**src/rtl/i2c_cfg_target.sv**
```systemverilog
module i2c_cfg_target #(
  parameter logic [6:0] DEV_ADDR = 7'h3A
) (
  input  logic       clk,
  input  logic       rst_n,
  input  logic       scl_i,
  input  logic       sda_i,
  output logic       sda_pull_o,
  output logic       wr_en_o,
  output logic [7:0] wr_addr_o,
  output logic [7:0] wr_data_o
);

  typedef enum logic [2:0] {S_IDLE, S_ADDR, S_PTR, S_DATA, S_SKIP} phase_t;

  logic [2:0] scl_q, sda_q;
  phase_t     phase;
  logic [3:0] bit_cnt;
  logic [7:0] shreg, ptr;
  logic       ack;

  wire scl_s     = scl_q[1];
  wire sda_s     = sda_q[1];
  wire scl_rise  = scl_s & ~scl_q[2];
  wire scl_fall  = ~scl_s & scl_q[2];
  wire start_det = scl_s & scl_q[2] & ~sda_s & sda_q[2];
  wire stop_det  = scl_s & scl_q[2] & sda_s & ~sda_q[2];
  wire busy      = (phase != S_IDLE) && (phase != S_SKIP);

  assign sda_pull_o = ack;

  always_ff @(posedge clk or negedge rst_n) begin
    if (!rst_n) begin
      scl_q     <= '1;
      sda_q     <= '1;
      phase     <= S_IDLE;
      bit_cnt   <= '0;
      shreg     <= '0;
      ptr       <= '0;
      ack       <= 1'b0;
      wr_en_o   <= 1'b0;
      wr_addr_o <= '0;
      wr_data_o <= '0;
    end else begin
      scl_q   <= {scl_q[1:0], scl_i};
      sda_q   <= {sda_q[1:0], sda_i};
      wr_en_o <= 1'b0;
      if (start_det) begin
        phase   <= S_ADDR;
        bit_cnt <= '0;
        ack     <= 1'b0;
      end else if (stop_det) begin
        phase   <= S_IDLE;
        bit_cnt <= '0;
        ack     <= 1'b0;
      end else if (busy) begin
        if (scl_rise && bit_cnt < 4'd8) begin
          shreg   <= {shreg[6:0], sda_s};
          bit_cnt <= bit_cnt + 4'd1;
        end else if (scl_fall && bit_cnt == 4'd8) begin
          bit_cnt <= 4'd9;
          case (phase)
            S_ADDR: begin
              if (shreg == {DEV_ADDR, 1'b0}) ack <= 1'b1;
              else phase <= S_SKIP;
            end
            S_PTR: begin
              ack <= 1'b1;
              ptr <= shreg;
            end
            default: begin
              ack       <= 1'b1;
              wr_en_o   <= 1'b1;
              wr_addr_o <= ptr;
              wr_data_o <= shreg;
              ptr       <= ptr + 8'd1;
            end
          endcase
        end else if (scl_fall && bit_cnt == 4'd9) begin
          ack     <= 1'b0;
          bit_cnt <= '0;
          if (phase == S_ADDR) phase <= S_PTR;
          else if (phase == S_PTR) phase <= S_DATA;
        end
      end
    end
  end

endmodule


```
**config.mk**
```make
export PLATFORM = sky130hd
export DESIGN_NAME = i2c_cfg_target
export DESIGN_NICKNAME = d
export VERILOG_FILES = /design/src/rtl/i2c_cfg_target.sv
export SDC_FILE = /design/constraint.sdc
export NUM_CORES = 1
export LEC_CHECK = 0
export ABC_AREA = 1
export CORE_MARGIN = 10
export CORE_UTILIZATION = 55
export CTS_BUF_LIST = sky130_fd_sc_hd__clkbuf_16
export DETAILED_ROUTE_END_ITERATION = 8
export GPL_ROUTABILITY_DRIVEN = 0
export PLACE_DENSITY_LB_ADDON = 0.2
export SLEW_MARGIN = 25
export SYNTH_ARGS = -nofsm -noshare
export SYNTH_HDL_FRONTEND = slang
export SYNTH_SLANG_ARGS = --single-unit
```
**constraint.sdc**
```tcl
create_clock -name clk -period 2.45 [get_ports clk]
set_clock_uncertainty 0.1 [all_clocks]
set_input_delay 0.3675 -clock clk [delete_from_list [all_inputs] [get_ports clk]]
set_output_delay 0.3675 -clock clk [all_outputs]
set_load 0.05 [all_outputs]
```
* Yosys cells after proc, flatten, opt, wreduce, memory -nomap -nowiden
Cells that the tools add are included.
** Cells by class
- $add $sub $neg :: 2
- $lt $le $gt $ge :: 1
- Eq/ne operators :: 10
- Muxes and demuxes :: 31
- Bitwise operators :: 16
- Reductions and logical operators :: 16
** Operator list (number)
- 3-bit two-way mux :: 10
- 4-bit two-way mux :: 6
- 6-bit AND reduction :: 3
- 8-bit case mux with 2 select lines :: 1
- 1-bit two-way mux :: 14
- 1-bit NOT :: 9
- 8-bit by 1-bit adder with 8-bit output (second input constant) :: 1
- 4-bit == test (second input constant) :: 2
- 8-bit by 7-bit == test with 1-bit output (second input constant) :: 1
- 4-bit AND reduction :: 2
- 4-bit nonzero test :: 2
- 1-bit bitwise AND :: 7
- 3-bit != test (second input constant) :: 2
- 3-bit nonzero test :: 2
- 5-bit != test (second input constant) :: 1
- 5-bit nonzero test :: 1
- 4-bit by 1-bit adder with 4-bit output (second input constant) :: 1
- 1-bit logical AND :: 4
- 4-bit less-than comparator (second input constant) :: 1
- 4-bit by 3-bit != test with 1-bit output (second input constant) :: 1
- 4-bit != test (second input constant) :: 1
- 3-bit by 1-bit == test with 1-bit output (second input constant) :: 1
- 3-bit by 2-bit == test with 1-bit output (second input constant) :: 1
- 2-bit AND reduction :: 1
- 2-bit OR reduction :: 1
** Storage, ports and cells
- Flip-flop bits (word level) :: 47
- Bits of input ports :: 4
- Output and inout port bits :: 18
- Word-level logic and storage cells :: 86

* Logic depth before layout (Yosys ltp)
Gate-level depths: netlist of run 1.
- Word-level depth :: 9
- Gate-level depth with buffers :: 10
- Gate-level depth less buffers :: 10

* Worst setup path before layout of run 1
Ideal clock, no wire load.
- Path type :: flip-flop to flip-flop
- Start point :: register bit_cnt[0]
- End point :: register wr_data_o[3]
- Library setup time :: 0.119 ns
- Arrival time :: 1.458 ns
- Required time :: 2.231 ns
- Path slack :: 0.772 ns
- Stages on the path, launching flop included :: 11
- Buffers on the path :: 1
- Period minus slack after synthesis :: 1.678 ns
- Path through :: dfrtp_1 inv_1 ha_1 nand3_4 nor2_8 nand2_4 nor2_8 nand2_4 buf_6 nand2_2 o21ai_2
** Between the ends
- Word-level cells in the longest chain between the ends :: 4
- Elaborated cells between the ends (all ways) :: 6
- Those cells by class :: 1 x order compare; 1 x eq/ne; 1 x bitwise; 3 x reduce/logical
** RTL lines
- from (decl) :: RTL line 18 : logic [3:0] bit_cnt;
- from (signal assigned) :: RTL line 59 : bit_cnt <= bit_cnt + 4'd1;
- 4-bit less-than comparator :: RTL line 57 : if (scl_rise && bit_cnt < 4'd8) begin
- 1-bit logical AND :: RTL line 57
- 1-bit NOT (no source line)
- 6-bit AND reduction (no source line) (*)
- to (signal assigned) :: RTL line 75 : wr_data_o <= shreg;
- to (decl) :: RTL line 11 : output logic [7:0] wr_data_o
Mark *: on every way between the ends. The rest lies on a longest branch, timed or not.
A chain may end at the register's enable or synchronous reset.

* Worst setup path after layout of run 1
- Start point :: register bit_cnt[0]
- End point :: register wr_addr_o[6]
** Between the ends
- Word-level cells in the longest chain between the ends :: 4
- Elaborated cells between the ends (all ways) :: 6
- Those cells by class :: 1 x order compare; 1 x eq/ne; 1 x bitwise; 3 x reduce/logical
** RTL lines
- 4-bit less-than comparator :: RTL line 57
- 1-bit logical AND :: RTL line 57
- 1-bit NOT (no source line)
- 6-bit AND reduction (no source line) (*)
- to (signal assigned) :: RTL line 74 : wr_addr_o <= ptr;
- to (decl) :: RTL line 10 : output logic [7:0] wr_addr_o,
Marked as above.

==> results of run 1 <==
[power groups by stage]
stage	clock network, mW	registers [mW]	logic, mW
floorplan	0	1.34	0.641
finish	0.631	1.14	1.12
global placement	0	1.14	1.12
global route	0.681	1.17	1.25
detailed placement	0	1.15	1.13
CTS	0.652	1.14	1.14
[sequential cells by signal, summed over array words and instances (netlist names)]
| name | count |
|---|---|
| sda_q | 3 |
| bit_cnt | 4 |
| phase | 3 |
| wr_data_o | 8 |
| ptr | 8 |
| scl_q | 3 |
| wr_en_o | 1 |
| sda_pull_o | 1 |
| wr_addr_o | 8 |
| shreg | 8 |
[synthesized netlist by cell type]
master    count  area [um^2]
dfrtp_1      41         1030
or2_2         1         6.26
nand2_2      17          106
nand3b_1      1         7.51
o21ai_0      13         65.1
nor3_1        1         5.00
o21ai_2      15          131
o21ai_1      12         60.1
xor2_1        3         26.3
nor2_1       14         52.6
ha_1          4         50.1
o22ai_1       1         6.26
a21oi_1       6         30.0
nand2_4       3         33.8
nand2_1      63          236
dfstp_2       6          158
inv_2         4         15.0
inv_1        29          109
o211ai_1      2         15.0
buf_2         1         5.00
nand3_4       1         17.5
nor2_8        2         40.0
o21bai_1      1         7.51
a31oi_1       1         6.26
nor3_2        1         10.0
nor2_2        2         12.5
nand3_1      10         50.1
clkinv_1      1         3.75
buf_6         4         45.0
nand4_1       2         12.5
clkbuf_1      1         3.75
[through the flow]
| stage | std cells | utilization | instance area, um^2 | hold WS (ns) |
|---|---|---|---|---|
| after CTS | 338 | 0.670 | 2720 | 0.0899 |
| final | 338 | 0.670 | 2720 | 0.0663 |
| after detailed placement | 330 | 0.636 | 2580 | 0.251 |
| after global placement | 330 | 0.636 | 2580 | 0.245 |
| after floorplan | 263 | - | 2350 | -0.0281 |
| after global routing | 338 | 0.670 | 2720 | 0.112 |
[metal layers]
layer,up-vias,wire length (um),track usage,share of wire
li1,880,-,-,-
met1,748,1990,0.144,0.48
met2,27,1870,0.192,0.45
met3,5,256,0.0449,0.061
met4,0,42,0.0374,0.010
met5,-,0,0,0
[logic make-up after synthesis]
group / share of synthesized area
compound gates: 0.137
xor+xnor: 0.0112
fa+ha+maj: 0.0213
buf+inv: 0.0771
flops: 0.503
simple gates: 0.251
[cell type report]
cell class	instances	area share
clock buffer	5	0.0460
clock inverter	3	0.00460
inverter	34	0.0469
multi-input combinational	176	0.363
sequential	47	0.435
tap	50	0.0230
timing repair buffer	23	0.0810
[how the worst min path moves through the flow]
stage                  startpoint                  endpoint  slack, ns  cells after the start
6_report                    rst_n  wr_data_o[7]$_DFFE_PN0P_       0.07                      2
5_1_grt                     rst_n  wr_data_o[7]$_DFFE_PN0P_       0.11                      2
4_1_cts                     rst_n  wr_data_o[5]$_DFFE_PN0P_       0.09                      2
3_5_place_dp   scl_q[0]$_DFF_PN1_        scl_q[1]$_DFF_PN1_       0.25                      0
3_3_place_gp   sda_q[0]$_DFF_PN1_        sda_q[1]$_DFF_PN1_       0.25                      0
2_1_floorplan               rst_n    bit_cnt[0]$_DFFE_PN0P_      -0.03                      0
==> metrics.txt, run 1 <==
clock insertion delay at the later pin of the skew report between 0.2 and 0.3 ns; end of the worst register-to-register path wr_addr_o[6]$_DFFE_PN0P_; Boundary Pins 22; number of routed nets with antenna violations 0; switching share of power 0.408; clock sinks 47; DP HPWL 3030 um; sequential cell area about 0.0012 mm^2; most frequent cells in the layout 63 x nand2_1, 41 x dfrtp_1, 31 x inv_1; final setup fails 0; IO buf count 21; synthesized cell area around 0.0024 mm^2; worst path required time 2.51 ns; type of the worst min-delay path in2async; Chip Height 85.4 um; Final Cycle Share 0.806; Setup crit start bit_cnt[0]$_DFFE_PN0P_; WS Path Type reg2reg; CTS root buf clkbuf_16; WL final about 4200 um; synth unique cells 31; commonest non-fill, non-tap cell in the layout nand2_1; Final min period 1.98 ns; die area 0.00730 mm^2; worst setup margin 0.475 ns; DR vias/cell 4.91; share of total power in sequential cells 0.394; crit path DAT a little over 2 ns; Cells after Synth 263; drt initial violations 99; CP peak stage delay about 0.43 ns; Maximum Capacitance Violations 0; buffer count from post-CTS setup fixing 0; largest net degree at the start of global routing 48; vias in the first global route 1642; Final Max Slew Viols 0; Pwr Density 1060 mW/mm^2; fmax slightly above 0.5 GHz; layout net count ~300; share of cells above drive strength 1 0.212; WL/cell 12.3 um; Core Region 0.00406 mm^2; first-pass GRT wire length 7340 um; synth warn 0; hold buffers post-CTS 0; Slew @ Worst Pin 0.579 ns; grt total ovfl 0; combinational share of power 0.388; setup TNS 0 ns; Worst setup SP type flip-flop; DRC Markers 0; Site Rows 23; post-cts gate resize count 0; Area Growth Syn to Fin 15.6%; Lkg Pwr ~1.3 nW; WP buf/inv 1; CTS tree done; TritonCTS Buffers 5; CP cell instances inv_1, ha_1, nand3_4, nor2_8, nand2_4, nor2_8, nand2_4, nand2_1, o21ai_2; status completed; reg2reg setup slack 0.47 ns; Clock Tree Buf Depth 2; r2r worst-path depth 9; Slowest-stage cell, CP dfrtp_1; total power 2.89 mW; area of the multi-input gates 988 um^2; Avg Cell Area, Syn 8.95 um^2; initial antenna violation count 0; critical path depth 9; crit-path max FO 32; Max IR drop VDD about 0.60 mV; Chip Width around 85 um; Crit Reg-Reg Startpoint bit_cnt[0]$_DFFE_PN0P_; clock share of power 0.218; RSZ-0062 raised after global routing false; GRT Util Overall 0.120; starting density of the core 0.580; crit path capture wr_addr_o[6]$_DFFE_PN0P_; CTS H-Tree Depth 2; final hold vios 0; sequential area share after synthesis 0.503; DP Worst Slack 0.465 ns; Slew Limit Headroom 0.614; CP endpoint kind flip-flop; Worst path top cell family by delay simple AND/OR/NAND/NOR gates; Int Power around 1.7 mW; filler instances between 300 and 400; vias 1660; n_diodes 0; net switching power between 1 and 1.5 mW; first-pass detailed-route iteration total 4; Syn Nets ~270; Seq cells post-synth 47; Worst-path clk slew 0.06 ns
No activity file was read; power rests on OpenSTA's default activity.
==> inputs of run 2 (changes only) <==
Clock period 2.45 ns to 1.9 ns, I/O delays scaled along.
==> run 2 against run 1 <==
  * Die area did not move
  * Worst hold slack better by 0.19 ns
  * Routed wire length increased by 6.1%
  * Global-route usage is 1.1 points higher
  * Total power increased by 34%
  * First-iteration DRC count increased by 30%
  * Worst setup slack worse by 0.36 ns
  * Final cell count is 1.5% higher
==> metrics.txt, run 2 (same netlist as run 1, synthesis figures left out) <==
WL final 4420 um; DR vias/cell roughly 5; first-pass detailed-route iteration total 4; vias in the first global route 1759; grt total ovfl 0; largest net degree at the start of global routing 30; crit path DAT 1.40 ns; crit-path max FO 1; most frequent cells in the layout 63 x nand2_1, 41 x dfrtp_1, 31 x inv_1; starting density of the core 0.580; type of the worst min-delay path reg2reg; total power 3.88 mW; Pwr Density approximately 1400 mW/mm^2; GRT Util Overall 0.131; Core Region 0.00406 mm^2; Worst Hold Margin 0.257 ns; crit path capture wr_en_o; Final min period 1.78 ns; final hold vios 0; CTS H-Tree Depth 2; Worst-path clk slew 0.06 ns; Boundary Pins 22; CTS root buf clkbuf_16; TritonCTS Buffers 5; IO buf count 21; clock share of power 0.248; number of routed nets with antenna violations 0; final setup fails 0; Slew @ Worst Pin roughly 0.49 ns; end of the worst register-to-register path wr_data_o[3]$_DFFE_PN0P_; Lkg Pwr around 1.4 nW; fmax 0.562 GHz; Chip Height 85.4 um; Site Rows 23; drt initial violations 129; share of total power in sequential cells 0.378; die area 0.00730 mm^2; CP cell instances clkdlybuf4s50_1; CTS tree done; Setup crit start wr_en_o$_DFF_PN0_; vias 1743; CP endpoint kind primary output; Clock Tree Buf Depth 2; r2r worst-path depth 10; Slew Limit Headroom 0.671; worst path required time between 1.5 and 2 ns; net switching power 1.55 mW; clock sinks 47; buffer count from post-CTS setup fixing 0; Maximum Capacitance Violations 0; n_diodes 0; first-pass GRT wire length around 8000 um; WS Path Type reg2out; DP HPWL about 3200 um; Slowest-stage cell, CP clkdlybuf4s50_1; Area Growth Syn to Fin 17.8%; Int Power between 2 and 2.5 mW; combinational share of power 0.374; setup TNS 0 ns; critical path depth 1; switching share of power 0.401; Final Cycle Share 0.937; Final Max Slew Viols 0; initial antenna violation count 0; WL/cell 12.9 um; reg2reg setup slack 0.16 ns; layout net count 300; share of cells above drive strength 1 0.280; Max IR drop VDD 0.803 mV; Worst setup SP type flip-flop; status completed; CP peak stage delay 0.79 ns; WP buf/inv 1; clock insertion delay at the later pin of the skew report around 0.28 ns; RSZ-0062 raised after global routing false; Crit Reg-Reg Startpoint bit_cnt[1]$_DFFE_PN0P_; Worst path top cell family by delay buffers and inverters; DRC Markers 0; Chip Width roughly 85 um; commonest non-fill, non-tap cell in the layout nand2_1
## run 2: changes by cell type in the layout (fill, tap and decap cells not counted)
cell,delta
buf_4,+18
clkinv_2,-1
clkdlybuf4s50_1,-17
buf_12,+2
buf_6,+1
dlygate4sd3_1,+1
bufinv_16,+1
## run 2: power by group through the flow
stage	clock network (mW)	logic, mW	registers, mW
2_1_floorplan	0	0.827	1.73
3_3_place_gp	0	1.43	1.47
3_5_place_dp	0	1.45	1.48
4_1_cts	0.982	1.46	1.47
5_1_grt	1.02	1.62	1.51
6_report	0.960	1.45	1.47
## run 2: area by class of cell
type | instances | area [um^2]
clock buffers | 5 | 125
clock inverters | 3 | 37.5
fillers | 322 | 1290
inverters | 34 | 128
multi-input cells | 176 | 988
flip-flops and latches | 47 | 1180
well taps | 50 | 62.6
repair buffers | 28 | 246
## run 2: worst min path at each step
stage,start,endpoint,slack [ns],depth (start not counted)
2_1_floorplan,rst_n,bit_cnt[0]$_DFFE_PN0P_,-0.11,0
3_3_place_gp,rst_n,wr_data_o[4]$_DFFE_PN0P_,0.15,1
3_5_place_dp,rst_n,wr_data_o[3]$_DFFE_PN0P_,0.16,1
4_1_cts,sda_q[0]$_DFF_PN1_,sda_q[1]$_DFF_PN1_,0.26,0
5_1_grt,scl_q[0]$_DFF_PN1_,scl_q[1]$_DFF_PN1_,0.26,0
6_report,scl_q[0]$_DFF_PN1_,scl_q[1]$_DFF_PN1_,0.26,0
## run 2: routing by layer
layer | vias to the layer above | global-route usage | wire [um]
li1 | 895 | - | -
met1 | 813 | 0.162 | 2140
met2 | 33 | 0.206 | 2000
met3 | 2 | 0.0468 | 253
met4 | 0 | 0.0449 | 29
met5 | - | 0 | 0
## run 2: what timing repair did
action                                  in CTS  in global routing
hold endpoints to repair                    12                  0
endpoints found under the setup margin       0                  8
hold buffers                                 1                  0
resized for setup                            0                  1
## run 2: stage by stage
step | util | instance area (um^2) | cells | setup slack (ns)
floorplan | - | 2350 | 263 | 0.222
global placement | 0.640 | 2590 | 334 | 0.156
detailed placement | 0.640 | 2590 | 334 | 0.100
CTS | 0.682 | 2770 | 343 | 0.0867
global route | 0.683 | 2770 | 343 | 0.0227
finish | 0.683 | 2770 | 343 | 0.120
==> inputs of run 3 (changes only) <==
Settings changed: CORE_UTILIZATION 55 to 30.
==> run 3 against run 2 <==
  * Register-to-register slack about the same
  * Core utilization shrank 31 points
  * Critical path depth is the same
  * Clock-buffer cell count did not move
  * Sequential share of layout area shrank 1.1 points
  * First-iteration DRC count down 66%
==> metrics.txt, run 3 (same netlist as run 1, synthesis figures left out) <==
Util after Layout 0.370; number of routed nets with antenna violations 0; commonest non-fill, non-tap cell in the layout nand2_1; first-pass detailed-route iteration total 4; Hold Startpoint sda_q[0]$_DFF_PN1_; Hold Path Depth 0; CTS H-Tree Depth 2; Site Rows 32; worst path required time 1.51 ns; Max IR drop VDD 0.623 mV; DP HPWL approximately 3400 um; Boundary Pins 22; Chip Width 109 um; Min-Delay Endpoint sda_q[1]$_DFF_PN1_; WL/cell approximately 12 um; largest net degree at the start of global routing 30; CP cell instances clkdlybuf4s50_1; CTS root buf clkbuf_16; grt total ovfl 0; crit path DAT 1.40 ns; Worst setup SP type flip-flop; Final min period 1.79 ns; reg2reg setup slack 0.17 ns; Chip Height approximately 110 um; RSZ-0062 raised after global routing false; WS Path Type reg2out; IO buf count 21; Final Cycle Share 0.941; initial antenna violation count 0; Worst-path clk slew 0.07 ns; WL final 4640 um; clock sinks between 40 and 50; setup TNS 0 ns; layout net count 304; Clock Tree Buf Depth 2; Placement Cell Area 0.00269 mm^2; type of the worst min-delay path reg2reg; fmax 0.559 GHz; Post-Layout Inst Area 0.00284 mm^2; clock insertion delay at the later pin of the skew report 0.29 ns; DR vias/cell 4.29; Final Max Slew Viols 0; crit-path max FO 1; GRT Util Overall 0.0838; CTS tree done; final setup fails 0; share of cells above drive strength 1 0.296; TritonCTS Buffers 5; Pwr Density 1340 mW/mm^2; status completed; CP peak stage delay a little under 0.8 ns; r2r worst-path depth 10; WP buf/inv 1; Slowest-stage cell, CP clkdlybuf4s50_1; Crit Reg-Reg Startpoint bit_cnt[1]$_DFFE_PN0P_; Slew Limit Headroom 0.668; Area Growth Syn to Fin 20.8%; post-cts gate resize count 0; CP endpoint kind primary output; Slew @ Worst Pin 0.497 ns; Worst path top cell family by delay buffers and inverters; die area 0.0118 mm^2; first-pass GRT wire length around 8000 um; Maximum Capacitance Violations 0; vias in the first global route 1690; most frequent cells in the layout 63 x nand2_1, 41 x dfrtp_1, 29 x inv_1; drt initial violations 44; Core Region 0.00769 mm^2; final hold vios 0; starting density of the core 0.306; n_diodes 0; DRC Markers 0; worst setup margin 0.113 ns; Lkg Pwr 1.37 nW; DP Worst Slack 0.141 ns; vias 1711; end of the worst register-to-register path wr_data_o[0]$_DFFE_PN0P_
## run 3: cell count changes in the layout (fill, tap and decap cells not counted), sizes merged
| cell | previous run | this run |
|---|---|---|
| buf | 24 | 28 |
| inv | 35 | 34 |
| bufinv | 1 | 0 |
| clkinv | 1 | 3 |
## run 3: final cells by class
class / instances / area [um^2]
Clock buffer: 5 / 125
Multi-Input combinational cell: 176 / 988
Tap cell: 102 / 128
Timing Repair Buffer: 32 / 273
Fill cell: 805 / 4840
Sequential cell: 47 / 1180
Inverter: 34 / 128
Clock inverter: 3 / 18.8
## run 3: stage by stage
step	cells	hold WS [ns]	power, mW
6_report	399	0.257	3.80
5_1_grt	399	0.259	4.10
4_1_cts	399	0.259	3.87
3_5_place_dp	390	0.167	2.97
3_3_place_gp	390	0.167	2.96
2_1_floorplan	263	-0.111	2.55
## run 3: layer usage
| metal | GRT usage | wire length [um] | share of wire | vias to the layer above |
|---|---|---|---|---|
| li1 | - | - | - | 905 |
| met1 | 0.102 | 2170 | 0.47 | 777 |
| met2 | 0.135 | 2170 | 0.47 | 25 |
| met3 | 0.0333 | 258 | 0.056 | 4 |
| met4 | 0.0235 | 45 | 0.0097 | 0 |
| met5 | 0 | 0 | 0 | - |
## run 3: worst max-delay path by stage
stage	from	to	slack (ns)	cells past startpoint
3_3_place_gp	bit_cnt[1]$_DFFE_PN0P_	wr_data_o[3]$_DFFE_PN0P_	0.17	10
5_1_grt	bit_cnt[1]$_DFFE_PN0P_	wr_addr_o[5]$_DFFE_PN0P_	0.03	11
2_1_floorplan	bit_cnt[0]$_DFFE_PN0P_	wr_data_o[3]$_DFFE_PN0P_	0.22	10
3_5_place_dp	bit_cnt[1]$_DFFE_PN0P_	wr_data_o[0]$_DFFE_PN0P_	0.14	10
6_report	wr_en_o$_DFF_PN0_	wr_en_o	0.11	1
4_1_cts	wr_en_o$_DFF_PN0_	wr_en_o	0.1	1
## run 3: what timing repair did
| item | 4_1_cts | 5_1_grt |
|---|---|---|
| endpoints found under the setup margin | 0 | 0 |
| setup buffers | 0 | 0 |
| endpoints found under the hold margin | 18 | 0 |
| hold buffers | 1 | 0 |
## run 3: where the power goes
group | switching [mW] | leakage (nW) | total [mW] | internal, mW
logic | 0.991 | 0.673 | 1.47 | 0.475
clock network | 0.388 | 0.0740 | 0.876 | 0.488
registers | 0.202 | 0.618 | 1.46 | 1.26
total | 1.58 | 1.37 | 3.80 | 2.22
